[src/rtl/clkmode_pkg.sv]
package clkmode_pkg;

  localparam int CTRL_W     = 4;
  localparam int B_MAIN_OFF = 0;
  localparam int B_RING_OFF = 1;
  localparam int B_MAIN_SEL = 2;
  localparam int B_SUB_SEL  = 3;

  typedef enum logic [2:0] {
    ST_RING_ONLY = 3'd1,
    ST_RING_MAIN = 3'd2,
    ST_MAIN      = 3'd3,
    ST_MAIN_ONLY = 3'd4,
    ST_SUB       = 3'd5
  } clk_status_e;

  typedef enum logic [1:0] {
    PM_RUN  = 2'd0,
    PM_HALT = 2'd1,
    PM_STOP = 2'd2
  } pwr_mode_e;

  typedef enum logic [1:0] {
    SRC_RING = 2'd0,
    SRC_MAIN = 2'd1,
    SRC_SUB  = 2'd2
  } clk_src_e;

  function automatic logic [CTRL_W-1:0] ctrl_of_status(clk_status_e s);
    logic [CTRL_W-1:0] c;
    c = '0;
    case (s)
      ST_RING_ONLY: c[B_MAIN_OFF] = 1'b1;
      ST_RING_MAIN: c = '0;
      ST_MAIN:      c[B_MAIN_SEL] = 1'b1;
      ST_MAIN_ONLY: begin
        c[B_MAIN_SEL] = 1'b1;
        c[B_RING_OFF] = 1'b1;
      end
      ST_SUB: begin
        c[B_MAIN_SEL] = 1'b1;
        c[B_SUB_SEL]  = 1'b1;
      end
      default: c[B_MAIN_OFF] = 1'b1;
    endcase
    return c;
  endfunction

  function automatic clk_src_e src_of_status(clk_status_e s);
    case (s)
      ST_MAIN, ST_MAIN_ONLY: return SRC_MAIN;
      ST_SUB:                return SRC_SUB;
      default:               return SRC_RING;
    endcase
  endfunction

endpackage

[src/rtl/clkmode_rst_sync.sv]
module clkmode_rst_sync #(
  parameter int STAGES = 2
) (
  input  logic clk,
  input  logic rst_n,
  output logic rst_n_sync
);
  logic [STAGES-1:0] sync_q;

  always_ff @(posedge clk or negedge rst_n) begin
    if (!rst_n) sync_q <= '0;
    else        sync_q <= {sync_q[STAGES-2:0], 1'b1};
  end

  assign rst_n_sync = sync_q[STAGES-1];
endmodule

[src/rtl/clkmode_xfer.sv]
module clkmode_xfer
  import clkmode_pkg::*;
(
  input  clk_status_e       status,
  input  logic [CTRL_W-1:0] wr_ctrl,
  input  logic              mcs,
  input  logic              stab_done,
  input  logic              ring_stop_ok,
  output logic              legal,
  output clk_status_e       next_status
);
  logic [CTRL_W-1:0] cur_ctrl;

  always_comb begin
    cur_ctrl    = ctrl_of_status(status);
    legal       = 1'b0;
    next_status = status;
    if (wr_ctrl == cur_ctrl) begin
      legal = 1'b1;
    end else begin
      case (status)
        ST_RING_ONLY: begin
          if (wr_ctrl == ctrl_of_status(ST_RING_MAIN)) begin
            legal = 1'b1; next_status = ST_RING_MAIN;
          end
        end
        ST_RING_MAIN: begin
          if (wr_ctrl == ctrl_of_status(ST_RING_ONLY) && !mcs) begin
            legal = 1'b1; next_status = ST_RING_ONLY;
          end else if (wr_ctrl == ctrl_of_status(ST_MAIN) && stab_done) begin
            legal = 1'b1; next_status = ST_MAIN;
          end
        end
        ST_MAIN: begin
          if (wr_ctrl == ctrl_of_status(ST_RING_MAIN)) begin
            legal = 1'b1; next_status = ST_RING_MAIN;
          end else if (wr_ctrl == ctrl_of_status(ST_MAIN_ONLY) && mcs && ring_stop_ok) begin
            legal = 1'b1; next_status = ST_MAIN_ONLY;
          end else if (wr_ctrl == ctrl_of_status(ST_SUB)) begin
            legal = 1'b1; next_status = ST_SUB;
          end
        end
        ST_MAIN_ONLY, ST_SUB: begin
          if (wr_ctrl == ctrl_of_status(ST_MAIN)) begin
            legal = 1'b1; next_status = ST_MAIN;
          end
        end
        default: begin
          legal = 1'b0; next_status = status;
        end
      endcase
    end
  end
endmodule

[src/rtl/clkmode_stab.sv]
module clkmode_stab #(
  parameter int STAB_W = 8
) (
  input  logic              clk,
  input  logic              rst_n,
  input  logic              osc_en,
  input  logic [STAB_W-1:0] reload_val,
  output logic              done
);
  logic [STAB_W-1:0] cnt_q, cnt_d;

  always_comb begin
    cnt_d = cnt_q;
    if (!osc_en)            cnt_d = reload_val;
    else if (cnt_q != '0)   cnt_d = cnt_q - 1'b1;
  end

  always_ff @(posedge clk or negedge rst_n) begin
    if (!rst_n) cnt_q <= '0;
    else        cnt_q <= cnt_d;
  end

  assign done = osc_en && (cnt_q == '0);

  // once stable, the main oscillator stays stable while it keeps running
  assert_done_holds_R5: assert property (@(posedge clk) disable iff (!rst_n)
    (osc_en && $past(osc_en) && $past(done)) |-> done);
endmodule

[src/rtl/clkmode_pwr.sv]
module clkmode_pwr
  import clkmode_pkg::*;
(
  input  logic      clk,
  input  logic      rst_n,
  input  logic      halt_req,
  input  logic      stop_req,
  input  logic      irq,
  output pwr_mode_e pmode
);
  pwr_mode_e pmode_q, pmode_d;

  always_comb begin
    pmode_d = pmode_q;
    case (pmode_q)
      PM_RUN: begin
        if (stop_req)      pmode_d = PM_STOP;
        else if (halt_req) pmode_d = PM_HALT;
      end
      PM_HALT, PM_STOP: begin
        if (irq) pmode_d = PM_RUN;
      end
      default: pmode_d = PM_RUN;
    endcase
  end

  always_ff @(posedge clk or negedge rst_n) begin
    if (!rst_n) pmode_q <= PM_RUN;
    else        pmode_q <= pmode_d;
  end

  assign pmode = pmode_q;

  assert_halt_holds_R10: assert property (@(posedge clk) disable iff (!rst_n)
    (pmode_q == PM_HALT && !irq) |=> pmode_q == PM_HALT);
  assert_stop_wakes_R11: assert property (@(posedge clk) disable iff (!rst_n)
    (pmode_q == PM_STOP && irq) |=> pmode_q == PM_RUN);
endmodule

[src/rtl/clkmode_ctrl.sv]
module clkmode_ctrl
  import clkmode_pkg::*;
#(
  parameter int STAB_W = 8
) (
  input  logic              clk,
  input  logic              rst_n,
  input  logic              ring_sw_stop_opt,
  input  logic              wr_en,
  input  logic [3:0]        wr_ctrl,
  input  logic              halt_req,
  input  logic              stop_req,
  input  logic              irq,
  input  logic [STAB_W-1:0] stab_count,
  output logic [1:0]        cpu_src,
  output logic              cpu_clk_en,
  output logic              main_osc_en,
  output logic              ring_osc_en,
  output logic              sub_osc_en,
  output logic              wdt_clk_en,
  output logic              mcs,
  output logic              stab_done,
  output logic              wr_err
);
  logic        rst_n_s;
  pwr_mode_e   pmode;
  clk_status_e status_q, status_d, xfer_next;
  clk_src_e    src;
  logic        xfer_legal, wr_accept, err_d, mcs_q, mcs_d, err_q;
  logic        running;

  clkmode_rst_sync #(.STAGES(2)) i_rst_sync (
    .clk(clk), .rst_n(rst_n), .rst_n_sync(rst_n_s));

  clkmode_pwr i_pwr (
    .clk(clk), .rst_n(rst_n_s), .halt_req(halt_req), .stop_req(stop_req),
    .irq(irq), .pmode(pmode));

  clkmode_xfer i_xfer (
    .status(status_q), .wr_ctrl(wr_ctrl), .mcs(mcs_q), .stab_done(stab_done),
    .ring_stop_ok(ring_sw_stop_opt), .legal(xfer_legal), .next_status(xfer_next));

  clkmode_stab #(.STAB_W(STAB_W)) i_stab (
    .clk(clk), .rst_n(rst_n_s), .osc_en(main_osc_en),
    .reload_val(stab_count), .done(stab_done));

  assign running = (pmode == PM_RUN);

  always_comb begin
    wr_accept = wr_en && running && xfer_legal;
    err_d     = wr_en && !(running && xfer_legal);
    status_d  = wr_accept ? xfer_next : status_q;
    mcs_d     = (status_q == ST_MAIN) || (status_q == ST_MAIN_ONLY);
  end

  always_ff @(posedge clk or negedge rst_n_s) begin
    if (!rst_n_s) begin
      status_q <= ST_RING_ONLY;
      mcs_q    <= 1'b0;
      err_q    <= 1'b0;
    end else begin
      status_q <= status_d;
      mcs_q    <= mcs_d;
      err_q    <= err_d;
    end
  end

  always_comb begin
    src         = src_of_status(status_q);
    main_osc_en = (pmode != PM_STOP) && (status_q != ST_RING_ONLY);
    ring_osc_en = !ring_sw_stop_opt ||
                  ((pmode != PM_STOP) && (status_q != ST_MAIN_ONLY));
    sub_osc_en  = (status_q == ST_SUB);
    cpu_clk_en  = running && ((src != SRC_MAIN) || stab_done);
    wdt_clk_en  = ring_osc_en && !(ring_sw_stop_opt && !running);
  end

  assign cpu_src = src;
  assign mcs     = mcs_q;
  assign wr_err  = err_q;

  assert_reject_keeps_status_R8: assert property (@(posedge clk) disable iff (!rst_n_s)
    err_q |-> $stable(status_q));
  assert_main_switch_stable_R4: assert property (@(posedge clk) disable iff (!rst_n_s)
    $rose(mcs_q) |-> stab_done);
  assert_ring_off_on_main_R6: assert property (@(posedge clk) disable iff (!rst_n_s)
    !ring_osc_en |-> (src == SRC_MAIN || pmode == PM_STOP));
  assert_no_sub_to_ring_R7: assert property (@(posedge clk) disable iff (!rst_n_s)
    ($past(src) == SRC_SUB) |-> src != SRC_RING);
  assert_no_ring_to_sub_R7: assert property (@(posedge clk) disable iff (!rst_n_s)
    ($past(src) == SRC_RING) |-> src != SRC_SUB);
  assert_mcs_lags_R9: assert property (@(posedge clk) disable iff (!rst_n_s)
    $rose(src == SRC_MAIN) |-> !mcs_q);
  assert_ring_kept_R12: assert property (@(posedge clk) disable iff (!rst_n_s)
    !ring_sw_stop_opt |-> (ring_osc_en && wdt_clk_en));
endmodule

[config.mk]
export PLATFORM = sky130hd
export DESIGN_NAME = clkmode_ctrl
export DESIGN_NICKNAME = d
export VERILOG_FILES = /design/src/rtl/clkmode_pkg.sv /design/src/rtl/clkmode_rst_sync.sv /design/src/rtl/clkmode_xfer.sv /design/src/rtl/clkmode_stab.sv /design/src/rtl/clkmode_pwr.sv /design/src/rtl/clkmode_ctrl.sv
export SDC_FILE = /design/constraint.sdc
export NUM_CORES = 1
export LEC_CHECK = 0
export BUFFER_PORTS_ARGS = -buffer_cell sky130_fd_sc_hd__buf_4
export CORE_AREA = 2 2 51 53
export CTS_CLUSTER_SIZE = 28
export DETAILED_ROUTE_END_ITERATION = 6
export DIE_AREA = 0 0 53 55
export PLACE_DENSITY_LB_ADDON = 0.2
export SYNTH_ARGS = -nofsm -noshare
export SYNTH_HDL_FRONTEND = slang
export SYNTH_SLANG_ARGS = --single-unit
[constraint.sdc]
create_clock -name clk -period 5.69 [get_ports clk]
set_input_delay 1.707 -clock clk [delete_from_list [all_inputs] [get_ports clk]]
set_output_delay 1.707 -clock clk [all_outputs]
set_load 0.02 [all_outputs]
==> impl_results.md <==
* Number of buffers and inverters on the critical path at 2
* Quantity of gates resized following cts at 0
* Cell Rows at 18
* Part of the power in the clock network at 0.089
* Global Route met1 Usage at 0.251
* Yosys top cell by area: sky130_fd_sc_hd__dfrtp_1
* Syn nets at 162
* Iteration-0 DRC count of the detailed router at 34
* Sequential share of the synthesized area at 0.336
* Detailed placer's ending HPWL at 2.03 mm
* Switching pwr at between 300 and 400 uW
* Global-route wire length before repair at 4.22 mm
* Gate count after technology mapping at roughly 140
* Clock tree sinks at 17
* VDD IR-drop max at between 0.0002 and 0.0003 V
* Status: finished clean
* Dpl cell area at 0.00147 sq mm
* Clock latency of the later-clocked register in the worst-skew pair at ~0.29 ns
* Grt total ovfl at 0
* Number of antenna violations at the first check in global routing at 0
* Via density per instance at about 5.6
* Mean instance size in the synthesized netlist at 9.13 sq um
* Final count of negative-setup-slack endpoints at 0
* Final cycle utilization of the critical path at 0.666
* Drt first pass iters at 4
* Initial standard-cell utilization of the core at 0.537
* Number of port buffers at 28
* Number of nets in the layout at 190
* Root Driver: sky130_fd_sc_hd__clkbuf_4
* Die Outline Area at 0.00292 sq mm
* Library cells used by synthesis at ~50
* Slew of the pin with the lowest slew margin at roughly 0.63 ns
* Number of hold violations in the final report at 0
* RSZ-0062 raised after global routing: no
* Most used flip-flop cell after synthesis: sky130_fd_sc_hd__dfrtp_1
* TritonCTS clock tree: built
* GR Util All Layers at 0.198
* Clock period minus worst slack at 3.79 ns
* Most crowded layer after global routing: met2
* Met2 demand-to-capacity share in global routing at 0.346
* Area share of the largest cell type after synthesis at 0.316
* Max Transition Viols Final at 0
* Data arrival time of the worst path at ~2.1 ns
* WP data required at between 3 and 4 ns
* Final standard cell area without fillers at approximately 0.0015 sq mm
* Maximum number of pins on one net before global-route repair at 19
* Warning count from the yosys run at 0
* Post-CTS setup-driven buffer insertion count at 0
* Area added between synthesis and finish at 18.2%
* Clock-pin slew reported for the worst setup and hold paths after clock tree synthesis at ~0.10 ns
* Vias in the first global route at just under 1000
* Slowest Stage Delay on Critical Path at ~0.4 ns
* Peak Freq at about 260 MHz
* Met3 layer usage reported by global route at 0.0323
* Die Span X at about 53 um
* Power per Cell Area at between 400 and 500 mW/mm^2
* CP cell instances: inv_1, ha_1, nor4b_2, and2_1, nand2_1, a21oi_1, buf_4
* Bufs on Longest Clock Path at 2
* Maxcap violations at 0
* Combinational fraction of design power at 0.575
* Deepest level of the CTS H-tree at 1
* Cell types with the largest area share after synthesis: sky130_fd_sc_hd__dfrtp_1, sky130_fd_sc_hd__nor2_1, sky130_fd_sc_hd__a21oi_1
* Cell with the largest stage delay on the worst path: sky130_fd_sc_hd__dfrtp_1
* Number of buffers created by CTS at 3
* Wirelength per Cell at 13.3 um
* Netlist Area Pre-Place at around 0.0013 sq mm
* Post-synth ARST share at 1.00
* Cell leakage power at roughly 0.64 nW
* CP endpoint kind: output port
* Element type at the critical path start: register
* Critical Path Fanout Max at 7
* Switching share of total power at 0.453
* Core outline area at between 0.002 and 0.0025 sq mm
* Fraction of layout instances using a drive strength above 1 at 0.265
* I/O pin count at 29
* Diodes inserted at 0
* Hold WC Path Type: reg -> async
* Post-detailed-route DRC marker count at 0
* Worst Path Class, Setup: reg -> out
* RePlAce Congestion at roughly 0.85
* Height of the die at approximately 55 um
* Total negative setup slack at 0 ns
* Design internal power at 399 uW
* Relative max-transition margin at 0.583
* Post-layout total power at around 730 uW
* Hold Buf Count CTS at 0
* Skew final at 0.0105 ns
* DR vias at 1099
* DRT antenna net count at 0
* Seq cells post-synth at 17
* Total routed wirelength at 2.61 mm
* Count of flip-flops with a built-in enable after synthesis at 0
* Crit-path leading delay family: simple AND/OR/NAND/NOR gates
* Share of power burned in registers at 0.336
-- cell usage after synthesis (2+ instances only) --
library cell and instances:
sky130_fd_sc_hd__dfrtp_1 16, sky130_fd_sc_hd__nor2_1 15, sky130_fd_sc_hd__a21oi_1 10, sky130_fd_sc_hd__nand2_1 10, sky130_fd_sc_hd__inv_1 8, sky130_fd_sc_hd__o21ai_0 8
sky130_fd_sc_hd__nor3_1 6, sky130_fd_sc_hd__ha_1 4, sky130_fd_sc_hd__nand2b_1 4, sky130_fd_sc_hd__o211ai_1 4, sky130_fd_sc_hd__and2_1 3, sky130_fd_sc_hd__buf_6 3
sky130_fd_sc_hd__mux2_1 3, sky130_fd_sc_hd__nor2b_1 3, sky130_fd_sc_hd__xnor2_1 3, sky130_fd_sc_hd__mux2_2 2, sky130_fd_sc_hd__mux2i_1 2, sky130_fd_sc_hd__nand3_1 2
sky130_fd_sc_hd__o32ai_1 2, sky130_fd_sc_hd__or3_1 2
-- worst paths after layout --
| path | start | endpoint | slack, ns | cells after the start |
|---|---|---|---|---|
| max reg2reg | i_stab.cnt_q[0] | status_q[1] | 3.25 | 7 |
| min reg2reg | i_rst_sync.sync_q[1] | i_stab.cnt_q[1] | 0.25 | 0 |
| min in group clk | i_rst_sync.sync_q[0] | i_rst_sync.sync_q[1] | 0.35 | 0 |
| max in group asynchronous | rst_n | i_rst_sync.sync_q[0] | 4.42 | 1 |
| max | i_stab.cnt_q[0] | cpu_clk_en | 1.90 | 7 |
| min | i_rst_sync.sync_q[1] | i_stab.cnt_q[1] | 0.25 | 0 |
-- registers in the layout, indices dropped and copies added (netlist names) --
name / count
i_pwr.pmode: 2
status_q: 3
wr_err: 1
i_rst_sync.sync_q: 2
mcs: 1
i_stab.cnt_q: 8
-- cells in the final DEF, fill, tap and decap left out, types with 3 or more instances in the layout --
cell type                  synthesis  routed
sky130_fd_sc_hd__buf_4             1      29
sky130_fd_sc_hd__dfrtp_1          16      16
sky130_fd_sc_hd__nor2_1           15      15
sky130_fd_sc_hd__nand2_1          10      10
sky130_fd_sc_hd__a21oi_1          10      10
sky130_fd_sc_hd__inv_1             8       8
sky130_fd_sc_hd__o21ai_0           8       8
sky130_fd_sc_hd__nor3_1            6       6
sky130_fd_sc_hd__nand2b_1          4       4
sky130_fd_sc_hd__o211ai_1          4       4
sky130_fd_sc_hd__ha_1              4       4
sky130_fd_sc_hd__nor2b_1           3       3
sky130_fd_sc_hd__and2_1            3       3
sky130_fd_sc_hd__xnor2_1           3       3
sky130_fd_sc_hd__mux2_1            3       3
sky130_fd_sc_hd__clkbuf_4          0       3
-- power groups by stage --
stage / combinational [mW] / clock, mW / sequential [mW]
after floorplan: 0.328 / 0 / 0.224
after global routing: 0.463 / 0.0732 / 0.254
after detailed placement: 0.422 / 0 / 0.246
after CTS: 0.424 / 0.0679 / 0.244
final: 0.419 / 0.0646 / 0.245
after global placement: 0.408 / 0 / 0.242
-- metrics by stage --
| stage | utilization | instances | setup slack, ns | hold WS (ns) |
|---|---|---|---|---|
| 6_report | 0.634 | 196 | 1.90 | 0.251 |
| 5_1_grt | 0.634 | 196 | 1.70 | 0.327 |
| 4_1_cts | 0.634 | 196 | 1.87 | 0.282 |
| 3_5_place_dp | 0.623 | 192 | 1.92 | 0.285 |
| 3_3_place_gp | 0.623 | 192 | 1.93 | 0.275 |
| 2_1_floorplan | - | 139 | 2.06 | 0.186 |
-- logic make-up (layout without fill, tap and decap cells) --
family,count (synthesis),in the layout,share of synthesized area
compound gates,36,36,0.214
xor+xnor,3,3,0.0207
fa+ha+maj,4,4,0.0394
buf+inv,14,41,0.0631
flops,17,17,0.336
mux,7,7,0.0602
other cells,1,1,0.00296
simple gates,57,57,0.263
-- layer usage --
layer	share of wire	routed length, um
met5	0	0
met4	0.0088	23
met3	0.036	93
met2	0.52	1350
met1	0.44	1140
-- layout make-up --
type	instances	area [sq um]
inverters	8	30.0
well taps	30	37.5
repair buffers	29	218
clock buffers	4	26.3
multi-input cells	108	762
flip-flops and latches	17	427
fillers	231	865
No activity file was read; power rests on OpenSTA's default activity.
